[src/rtl/ovl_pkg.sv]
package ovl_pkg;
  localparam int PIX_W   = 16;
  localparam int ALPHA_W = 4;
  localparam int RED_W   = 5;
  localparam int GRN_W   = 6;
  localparam int BLU_W   = 5;

  // Strobes from control to datapath, one pair per pipeline stage.
  typedef struct packed {
    logic l1Use;
    logic l1Alpha;
    logic l2Use;
    logic l2Alpha;
  } ovl_strobe_t;
endpackage

[src/rtl/ovl_comp_blend.sv]
module ovl_comp_blend #(
  parameter int W = 5,
  parameter int AW = 4
) (
  input  logic [W-1:0]  fg,
  input  logic [W-1:0]  bg,
  input  logic [AW-1:0] alpha,
  output logic [W-1:0]  res
);
  localparam int ACC_W = W + AW + 1;
  localparam int AMAX  = (1 << AW) - 1;

  logic [ACC_W-1:0] acc;

  always_comb begin
    acc = ACC_W'(alpha) * ACC_W'(fg)
        + ACC_W'(AW'(AMAX) - alpha) * ACC_W'(bg)
        + ACC_W'(AMAX / 2);
    res = W'(acc / ACC_W'(AMAX));
  end
endmodule

[src/rtl/ovl_layer_mix.sv]
module ovl_layer_mix
  import ovl_pkg::*;
(
  input  logic [PIX_W-1:0] belowPix,
  input  logic [PIX_W-1:0] abovePix,
  input  logic             useLayer,
  input  logic             alphaFmt,
  output logic [PIX_W-1:0] mixPix
);
  logic [ALPHA_W-1:0] alpha;
  logic [RED_W-1:0]   wideR, mixR;
  logic [GRN_W-1:0]   wideG, mixG;
  logic [BLU_W-1:0]   wideB, mixB;

  assign alpha = abovePix[15:12];
  assign wideR = {abovePix[11:8], abovePix[11]};
  assign wideG = {abovePix[7:4],  abovePix[7:6]};
  assign wideB = {abovePix[3:0],  abovePix[3]};

  ovl_comp_blend #(.W(RED_W), .AW(ALPHA_W)) redI (
    .fg(wideR), .bg(belowPix[15:11]), .alpha(alpha), .res(mixR));
  ovl_comp_blend #(.W(GRN_W), .AW(ALPHA_W)) grnI (
    .fg(wideG), .bg(belowPix[10:5]),  .alpha(alpha), .res(mixG));
  ovl_comp_blend #(.W(BLU_W), .AW(ALPHA_W)) bluI (
    .fg(wideB), .bg(belowPix[4:0]),   .alpha(alpha), .res(mixB));

  always_comb begin
    if (!useLayer)     mixPix = belowPix;
    else if (!alphaFmt) mixPix = abovePix;
    else               mixPix = {mixR, mixG, mixB};
  end
endmodule

[src/rtl/ovl_ctrl.sv]
module ovl_ctrl
  import ovl_pkg::*;
#(
  parameter int STAGES = 2
) (
  input  logic        clk,
  input  logic        rstN,
  input  logic        inValid,
  input  logic        inHsync,
  input  logic        inVsync,
  input  logic        l1En,
  input  logic        l1Fmt,
  input  logic        l2En,
  input  logic        l2Fmt,
  output ovl_strobe_t stb,
  output logic        outValid,
  output logic        outHsync,
  output logic        outVsync
);
  localparam int MARK_W = 3;

  logic              l2EnQ, l2FmtQ;
  logic [MARK_W-1:0] markPipe [STAGES+1];

  assign markPipe[0] = {inValid, inHsync, inVsync};

  // Markers travel through as many registers as the pixel stages.
  for (genvar s = 0; s < STAGES; s++) begin : gMark
    always_ff @(posedge clk or negedge rstN) begin
      if (!rstN) markPipe[s+1] <= '0;
      else       markPipe[s+1] <= markPipe[s];
    end
  end

  always_ff @(posedge clk or negedge rstN) begin
    if (!rstN) begin
      l2EnQ  <= 1'b0;
      l2FmtQ <= 1'b0;
    end else begin
      l2EnQ  <= l2En;
      l2FmtQ <= l2Fmt;
    end
  end

  always_comb begin
    stb.l1Use   = l1En;
    stb.l1Alpha = l1Fmt;
    stb.l2Use   = l2EnQ;
    stb.l2Alpha = l2FmtQ;
  end

  assign {outValid, outHsync, outVsync} = markPipe[STAGES];
endmodule

[src/rtl/ovl_datapath.sv]
module ovl_datapath
  import ovl_pkg::*;
(
  input  logic             clk,
  input  logic             rstN,
  input  ovl_strobe_t      stb,
  input  logic [PIX_W-1:0] bgPixel,
  input  logic [PIX_W-1:0] l1Pixel,
  input  logic [PIX_W-1:0] l2Pixel,
  output logic [PIX_W-1:0] outPixel
);
  logic [PIX_W-1:0] s1Mix, s1Pix, l2Hold, s2Mix;

  ovl_layer_mix l1MixI (
    .belowPix(bgPixel), .abovePix(l1Pixel),
    .useLayer(stb.l1Use), .alphaFmt(stb.l1Alpha), .mixPix(s1Mix));

  ovl_layer_mix l2MixI (
    .belowPix(s1Pix), .abovePix(l2Hold),
    .useLayer(stb.l2Use), .alphaFmt(stb.l2Alpha), .mixPix(s2Mix));

  always_ff @(posedge clk or negedge rstN) begin
    if (!rstN) begin
      s1Pix    <= '0;
      l2Hold   <= '0;
      outPixel <= '0;
    end else begin
      s1Pix    <= s1Mix;
      l2Hold   <= l2Pixel;
      outPixel <= s2Mix;
    end
  end
endmodule

[src/rtl/overlay_blender.sv]
module overlay_blender
  import ovl_pkg::*;
(
  input  logic        clk,
  input  logic        rstN,
  input  logic        inValid,
  input  logic        inHsync,
  input  logic        inVsync,
  input  logic [15:0] bgPixel,
  input  logic [15:0] l1Pixel,
  input  logic [15:0] l2Pixel,
  input  logic        l1Fmt,
  input  logic        l2Fmt,
  input  logic        l1En,
  input  logic        l2En,
  output logic        outValid,
  output logic        outHsync,
  output logic        outVsync,
  output logic [15:0] outPixel
);
  ovl_strobe_t stb;

  ovl_ctrl #(.STAGES(2)) ctrlI (
    .clk(clk), .rstN(rstN),
    .inValid(inValid), .inHsync(inHsync), .inVsync(inVsync),
    .l1En(l1En), .l1Fmt(l1Fmt), .l2En(l2En), .l2Fmt(l2Fmt),
    .stb(stb),
    .outValid(outValid), .outHsync(outHsync), .outVsync(outVsync));

  ovl_datapath dpI (
    .clk(clk), .rstN(rstN), .stb(stb),
    .bgPixel(bgPixel), .l1Pixel(l1Pixel), .l2Pixel(l2Pixel),
    .outPixel(outPixel));
endmodule

[config.mk]
export PLATFORM = sky130hd
export DESIGN_NAME = overlay_blender
export DESIGN_NICKNAME = d
export VERILOG_FILES = /design/src/rtl/ovl_pkg.sv /design/src/rtl/ovl_comp_blend.sv /design/src/rtl/ovl_layer_mix.sv /design/src/rtl/ovl_ctrl.sv /design/src/rtl/ovl_datapath.sv /design/src/rtl/overlay_blender.sv
export SDC_FILE = /design/constraint.sdc
export NUM_CORES = 1
export LEC_CHECK = 0
export ABC_AREA = 1
export BUFFER_PORTS_ARGS = -buffer_cell sky130_fd_sc_hd__buf_2
export CORE_UTILIZATION = 40
export DETAILED_ROUTE_END_ITERATION = 8
export RECOVER_POWER = 100
export SYNTH_ARGS = -nofsm -noshare
export SYNTH_HDL_FRONTEND = slang
export SYNTH_SLANG_ARGS = --single-unit
[constraint.sdc]
create_clock -name clk -period 13.55 [get_ports clk]
set_input_delay 0 -clock clk [delete_from_list [all_inputs] [get_ports clk]]
set_output_delay 0 -clock clk [all_outputs]
set_load 0.01 [all_outputs]
== After elaboration in Yosys (flattened, before gate mapping) ==
Cells that the tools add are included.

* Add/sub/neg operators: 16
* Bitwise operators: 0
* Multiplexer cells: 4
* Multiply operators: 12
* Equal/unequal tests: 0
* $lt $le $gt $ge: 0
* Divide/modulo/power cells: 6
* Reductions and logical operators: 0
* Shift operators: 0

{| class="wikitable"
|+ Operators by type and width
! kind !! number
|-
| $mux W16 || 4
|-
| $add A10 B3 Y10 const B || 4
|-
| $add A9 B10 Y10 || 4
|-
| $div A10 B4 Y10 const B || 4
|-
| $mul A10 B5 Y10 || 4
|-
| $mul A4 B5 Y9 || 4
|-
| $add A10 B11 Y11 || 2
|-
| $add A11 B3 Y11 const B || 2
|-
| $div A11 B4 Y11 const B || 2
|-
| $mul A11 B6 Y11 || 2
|-
| $mul A4 B6 Y10 || 2
|-
| $sub A4 B4 Y5 const A || 4
|}

* Memories: 0
* Memory bits (writable): 0
* Bits in latches: 0
* Flip-flop bits (word level): 56
* Word-level logic and storage cells: 45
* Input bits: 57
* Memory bits (read-only): 0

== Logic depth before layout (Yosys ltp) ==
* Word-level depth: 7
* Mapped depth: 59
* Gate-level depth less buffers: 58

== Modules after synthesis ==
A second synthesis with hierarchy kept.

* Cells, all modules: 2,537
* Area, all modules: 16,776.1 um2

{| class="wikitable"
|+ By module, submodules not included
! module !! times used !! sequential area each (um2) !! cells an instance !! area each (um2)
|-
| ovl_comp_blend at dpI.l2MixI.grnI || 1 || 0.0 || 418 || 2,716.4
|-
| ovl_comp_blend at dpI.l1MixI.grnI || 1 || 0.0 || 404 || 2,623.8
|-
| ovl_comp_blend at dpI.l2MixI.bluI || 1 || 0.0 || 347 || 2,339.7
|-
| ovl_comp_blend at dpI.l1MixI.bluI || 1 || 0.0 || 364 || 2,303.5
|-
| ovl_comp_blend at dpI.l2MixI.redI || 1 || 0.0 || 350 || 2,182.1
|-
| ovl_comp_blend at dpI.l1MixI.redI || 1 || 0.0 || 354 || 2,170.8
|-
| ovl_datapath || 1 || 1,201.2 || 48 || 1,201.2
|-
| ovl_layer_mix || 2 || 0.0 || 120 || 504.2
|-
| ovl_ctrl || 1 || 200.2 || 12 || 230.2
|}

== Least setup slack after synthesis ==
Ideal clock, no wire load.

* Path kind: reg2reg
* From: register dpI.l2Hold[15]
* To: register dpI.outPixel[5]
* Path slack: 6,416 ps
* Data required time: 13,484 ps
* Setup time: 66 ps
* Stages on the path, launching flop included: 52
* Arrival: 7,068 ps
* Clock period less this slack: 7,134 ps
* Path through: dfrtp_1 clkbuf_1 clkbuf_1 nand2_1 fa_1 inv_1 fa_1 fa_1 fa_1 inv_1 fa_1 inv_1 ha_1 nand2_1 nand2_1 a21oi_1 nand3_1 nand2_2 [16 not listed] nand2_2 nor2_4 nand2_4 nand2_2 nand2_2 nand2_1 inv_1 ha_1 inv_1 nor2_1 nand2_1 nor2_1 nand2_1 nand2_1 nand2_1 nand3_1 nand2_1 nand2_1

* Cells in the longest elaborated chain, start to end: 7
* Elaborated cells on any way between the ends: 8
* Classes of those cells: add/sub: 3; mul: 2; div: 1; mux: 2

{| class="wikitable"
|+ Ends and longest elaborated chain
! element !! line !! RTL
|-
| from (decl) || ovl_datapath.sv:12 || <nowiki>logic [PIX_W-1:0] s1Mix, s1Pix, l2Hold, s2Mix;</nowiki>
|-
| from (signal assigned) || ovl_datapath.sv:29 || <nowiki>l2Hold <= l2Pixel;</nowiki>
|-
| $sub A4 B4 Y5 || ovl_comp_blend.sv:17 || <nowiki>+ ACC_W'(AW'(AMAX) - alpha) * ACC_W'(bg)</nowiki>
|-
| $mul A11 B6 Y11 || ovl_comp_blend.sv:17 ||
|-
| $add A10 B11 Y11 * || ovl_comp_blend.sv:17 ||
|-
| $add A11 B3 Y11 * || ovl_comp_blend.sv:18 || <nowiki>+ ACC_W'(AMAX / 2);</nowiki>
|-
| $div A11 B4 Y11 * || ovl_comp_blend.sv:19 || <nowiki>res = W'(acc / ACC_W'(AMAX));</nowiki>
|-
| $mux W16 * || ovl_layer_mix.sv:29 || <nowiki>else if (!alphaFmt) mixPix = abovePix;</nowiki>
|-
| $mux W16 * || ovl_layer_mix.sv:28 || <nowiki>if (!useLayer) mixPix = belowPix;</nowiki>
|-
| net dpI.l2MixI.mixPix[5] || ovl_layer_mix.sv:8 || <nowiki>output logic [PIX_W-1:0] mixPix</nowiki>
|-
| to (signal assigned) || ovl_datapath.sv:30 || <nowiki>outPixel <= s2Mix;</nowiki>
|-
| to (decl) || ovl_datapath.sv:10 || <nowiki>output logic [PIX_W-1:0] outPixel</nowiki>
|}

Mark *: on every way through the listed nets, which the timed path passes. The rest lies on a longest branch.

== Worst setup path after layout ==
* From: input l1Pixel[12]
* To: register dpI.s1Pix[5]

* Cells in the longest elaborated chain, start to end: 7
* Elaborated cells on any way between the ends: 8
* Classes of those cells: add/sub: 3; mul: 2; div: 1; mux: 2

{| class="wikitable"
|+ Ends and longest elaborated chain
! element !! line !! RTL
|-
| from (decl) || overlay_blender.sv:10 || <nowiki>input logic [15:0] l1Pixel,</nowiki>
|-
| $sub A4 B4 Y5 || ovl_comp_blend.sv:17 ||
|-
| $mul A11 B6 Y11 || ovl_comp_blend.sv:17 ||
|-
| $add A10 B11 Y11 * || ovl_comp_blend.sv:17 ||
|-
| $add A11 B3 Y11 * || ovl_comp_blend.sv:18 ||
|-
| $div A11 B4 Y11 * || ovl_comp_blend.sv:19 ||
|-
| $mux W16 * || ovl_layer_mix.sv:29 ||
|-
| $mux W16 * || ovl_layer_mix.sv:28 ||
|-
| net dpI.l1MixI.mixPix[5] || ovl_layer_mix.sv:8 ||
|-
| to (signal assigned) || ovl_datapath.sv:28 || <nowiki>s1Pix <= s1Mix;</nowiki>
|-
| to (decl) || ovl_datapath.sv:12 ||
|}

Marked as above.

==> run metrics <==
RSZ-0062 raised after global routing=no; dominant cell by count in the synthesized netlist=nand2_1; CTS resizes=0; max_cap viols=2; slowest CP cell=clkbuf_1; CP Class=in -> reg; CP startpoint kind=primary input; clock sinks=56; Critical R2R Launch=dpI.l2Hold[12]; die width=191.8 µm; XOR/XNOR Fraction of Synth Area=0.02432; R2R setup slack=4.86 ns; Final GP Congestion=0.8697; Via density=4.910; vias in the first global route=12.86k; synthesized instance count=2,096; Num CTS Buffers=5; failing checks=capacitance limit, slew limit; drc violations=0; GRT Overall Usage=0.1902; Pins Over Slew Limit=32; crit-path max FO=27; chip height=191.8 µm; final-stage net count=2,541; top cells by area, synth=fa_1 (23%), nand2_1 (13%), ha_1 (12%); Slew HR=-0.08023; post-synthesis cell area=14,410 µm²; Post-synth EDFFs=0; core box area=35,480 µm²; pin count of the biggest net entering global routing=32; slew of the pin with the lowest slew margin=1.620 ns; Inserted Diodes=0; Std-Cell Rows=69; Yosys cell types=46; beginning of the worst hold path=bgPixel[5]; Setup Skew=0.01228 ns; area delta synth->final=7.461%; clock root cell=clkbuf_16; worst skew pair latency=0.30 ns; Fmax achieved=0.1134 GHz; adder and majority gate portion of the synthesized area=0.3568; final setup violation count=0; first-pass detailed-route iteration total=5; complex-gate fraction of the synthesized area=0.08790; vias=12.94k; Overflow after GRT=0; mux share of post-synthesis cell area=0; cts hold-fix bufs=23; Arr. time, crit path=9.05 ns; setup bufs post-CTS=0; post-layout min period=8.821 ns; CTS H-tree lvls=2; top post-synthesis cells by count=nand2_1 (515), inv_1 (446), nor2_1 (189); Initial DRC Count=582; asr flop ratio synth=1.000; setup_tns=0 ns; Port Buf Inserts=75; sequential-to-total area share from yosys stat=0.09728; most frequent CP cell=nand2_1; Worst EP required=13.78 ns; first-pass GRT wire length=57,990 µm; cell taking the most area after synthesis=fa_1; routed length per instance=12.69 µm; Hold WS=0.04528 ns; Hold EP=dpI.s1Pix[5]; FF-to-FF path depth=48; post-layout util=0.4363; RR Endpoint=dpI.outPixel[5]; CP Capture Type=register; Starting Density=0.4060; Worst-path clk slew=0.07 ns; CTS tree=done; layout cells sized above 1=0.08000; status=finished with violations; post-synth top area share=0.2335; Synth Flop Type=dfrtp_1; initial antenna violation count=1; Hold Path Stages=3; slowest stage delay, CP=0.91 ns; HP Class=in -> reg; post-route antenna net violation count=0; fin crit share=0.6510; post-DP HPWL=28,920 µm; Post-Synth Simple-Gate Area=0.3026; drt total wl=33,460 µm; main combinational cell family by area after synthesis=adder cells; Die Footprint=36,780 µm²; synthesized area per cell=6.873 µm²; Final Hold Viols=0; num ports=76; Synth Warn #=0; CTS Buffer Depth=2; Fillers=3,698; Seq cells post-synth=56
[metal layers]
metal,global-route usage,up-vias,part of all wire,wire [µm]
met5,0,-,0.00030,10
met4,0.01404,2,0.0040,133
met3,0.01772,15,0.042,1414
met2,0.3398,237,0.48,15900
met1,0.2570,6123,0.48,16010
li1,-,6566,-,-
[flip-flops by register name (all words and copies together), names as in the netlist]
| name | flops |
|---|---|
| ctrlI.l2EnQ | 1 |
| ctrlI.l2FmtQ | 1 |
| ctrlI.markPipe | 3 |
| ctrlI.outHsync | 1 |
| ctrlI.outValid | 1 |
| ctrlI.outVsync | 1 |
| dpI.l2Hold | 16 |
| dpI.outPixel | 16 |
| dpI.s1Pix | 16 |
[cell usage in the layout, fill, tap and decap left out, types with 8 or more instances in the layout]
master / synthesis / final
o22ai_1: 16 / 16
nand2_1: 515 / 528
clkbuf_1: 32 / 29
a21oi_1: 69 / 69
o21bai_1: 10 / 12
dlygate4sd3_1: 0 / 23
nand2_4: 13 / 12
dfrtp_1: 56 / 56
o21ai_0: 72 / 79
nor3_1: 7 / 8
o21ai_1: 15 / 12
nand3_2: 13 / 11
nand4_1: 24 / 24
nand2_2: 58 / 46
nor2_2: 12 / 10
buf_2: 0 / 47
fa_1: 168 / 168
nand3_1: 121 / 124
inv_1: 446 / 447
nor2_1: 189 / 192
xor2_1: 38 / 38
ha_1: 142 / 142
inv_2: 22 / 20
[critical path, delay by kind of cell]
kind / cells / cell delay [ns]
buffers and inverters: 8 / 1.63
adders and majority gates: 7 / 3.19
AOI/OAI and AO/OA: 3 / 1.03
and+or+nand+nor: 33 / 3.19
[final cells by class]
type | count | area (µm²) | area share
clock buffers | 6 | 138.9 | 0.008972
clock inverters | 2 | 18.77 | 0.001212
inverters | 469 | 1760 | 0.1137
multi-input cells | 1543 | 11010 | 0.7112
flip-flops and latches | 56 | 1401 | 0.09053
well taps | 461 | 576.8 | 0.03726
repair buffers | 99 | 574.3 | 0.03710
[worst max path at each step]
stage,startpoint,cells past startpoint,endpoint
6_report,l1Pixel[12],51,dpI.s1Pix[5]
5_1_grt,l1Pixel[12],53,dpI.s1Pix[5]
4_1_cts,dpI.l2Hold[12],48,dpI.outPixel[5]
3_5_place_dp,dpI.l2Hold[12],48,dpI.outPixel[5]
3_3_place_gp,dpI.l2Hold[14],50,dpI.outPixel[5]
2_1_floorplan,dpI.l2Hold[15],51,dpI.outPixel[5]
[cells by family after synthesis]
| group | count (synthesis) |
|---|---|
| xor gates and xnor gates | 40 |
| adders and majority gates | 310 |
| buffers and inverters | 501 |
| DFF | 56 |
| other | 2 |
| AOI/OAI and AO/OA | 216 |
| and+or+nand+nor | 971 |
[per-stage QoR]
step | cells | setup WS (ns) | instance area (µm²)
after detailed placement | 2605 | 5.462 | 15260
after global routing | 2636 | 3.838 | 15480
final | 2636 | 4.729 | 15480
after floorplan | 2100 | 6.416 | 14420
after CTS | 2636 | 5.422 | 15650
after global placement | 2605 | 5.684 | 15260
Power is not shown: default switching activity piles up to over one toggle a cycle in this logic, so the estimate is an artifact.
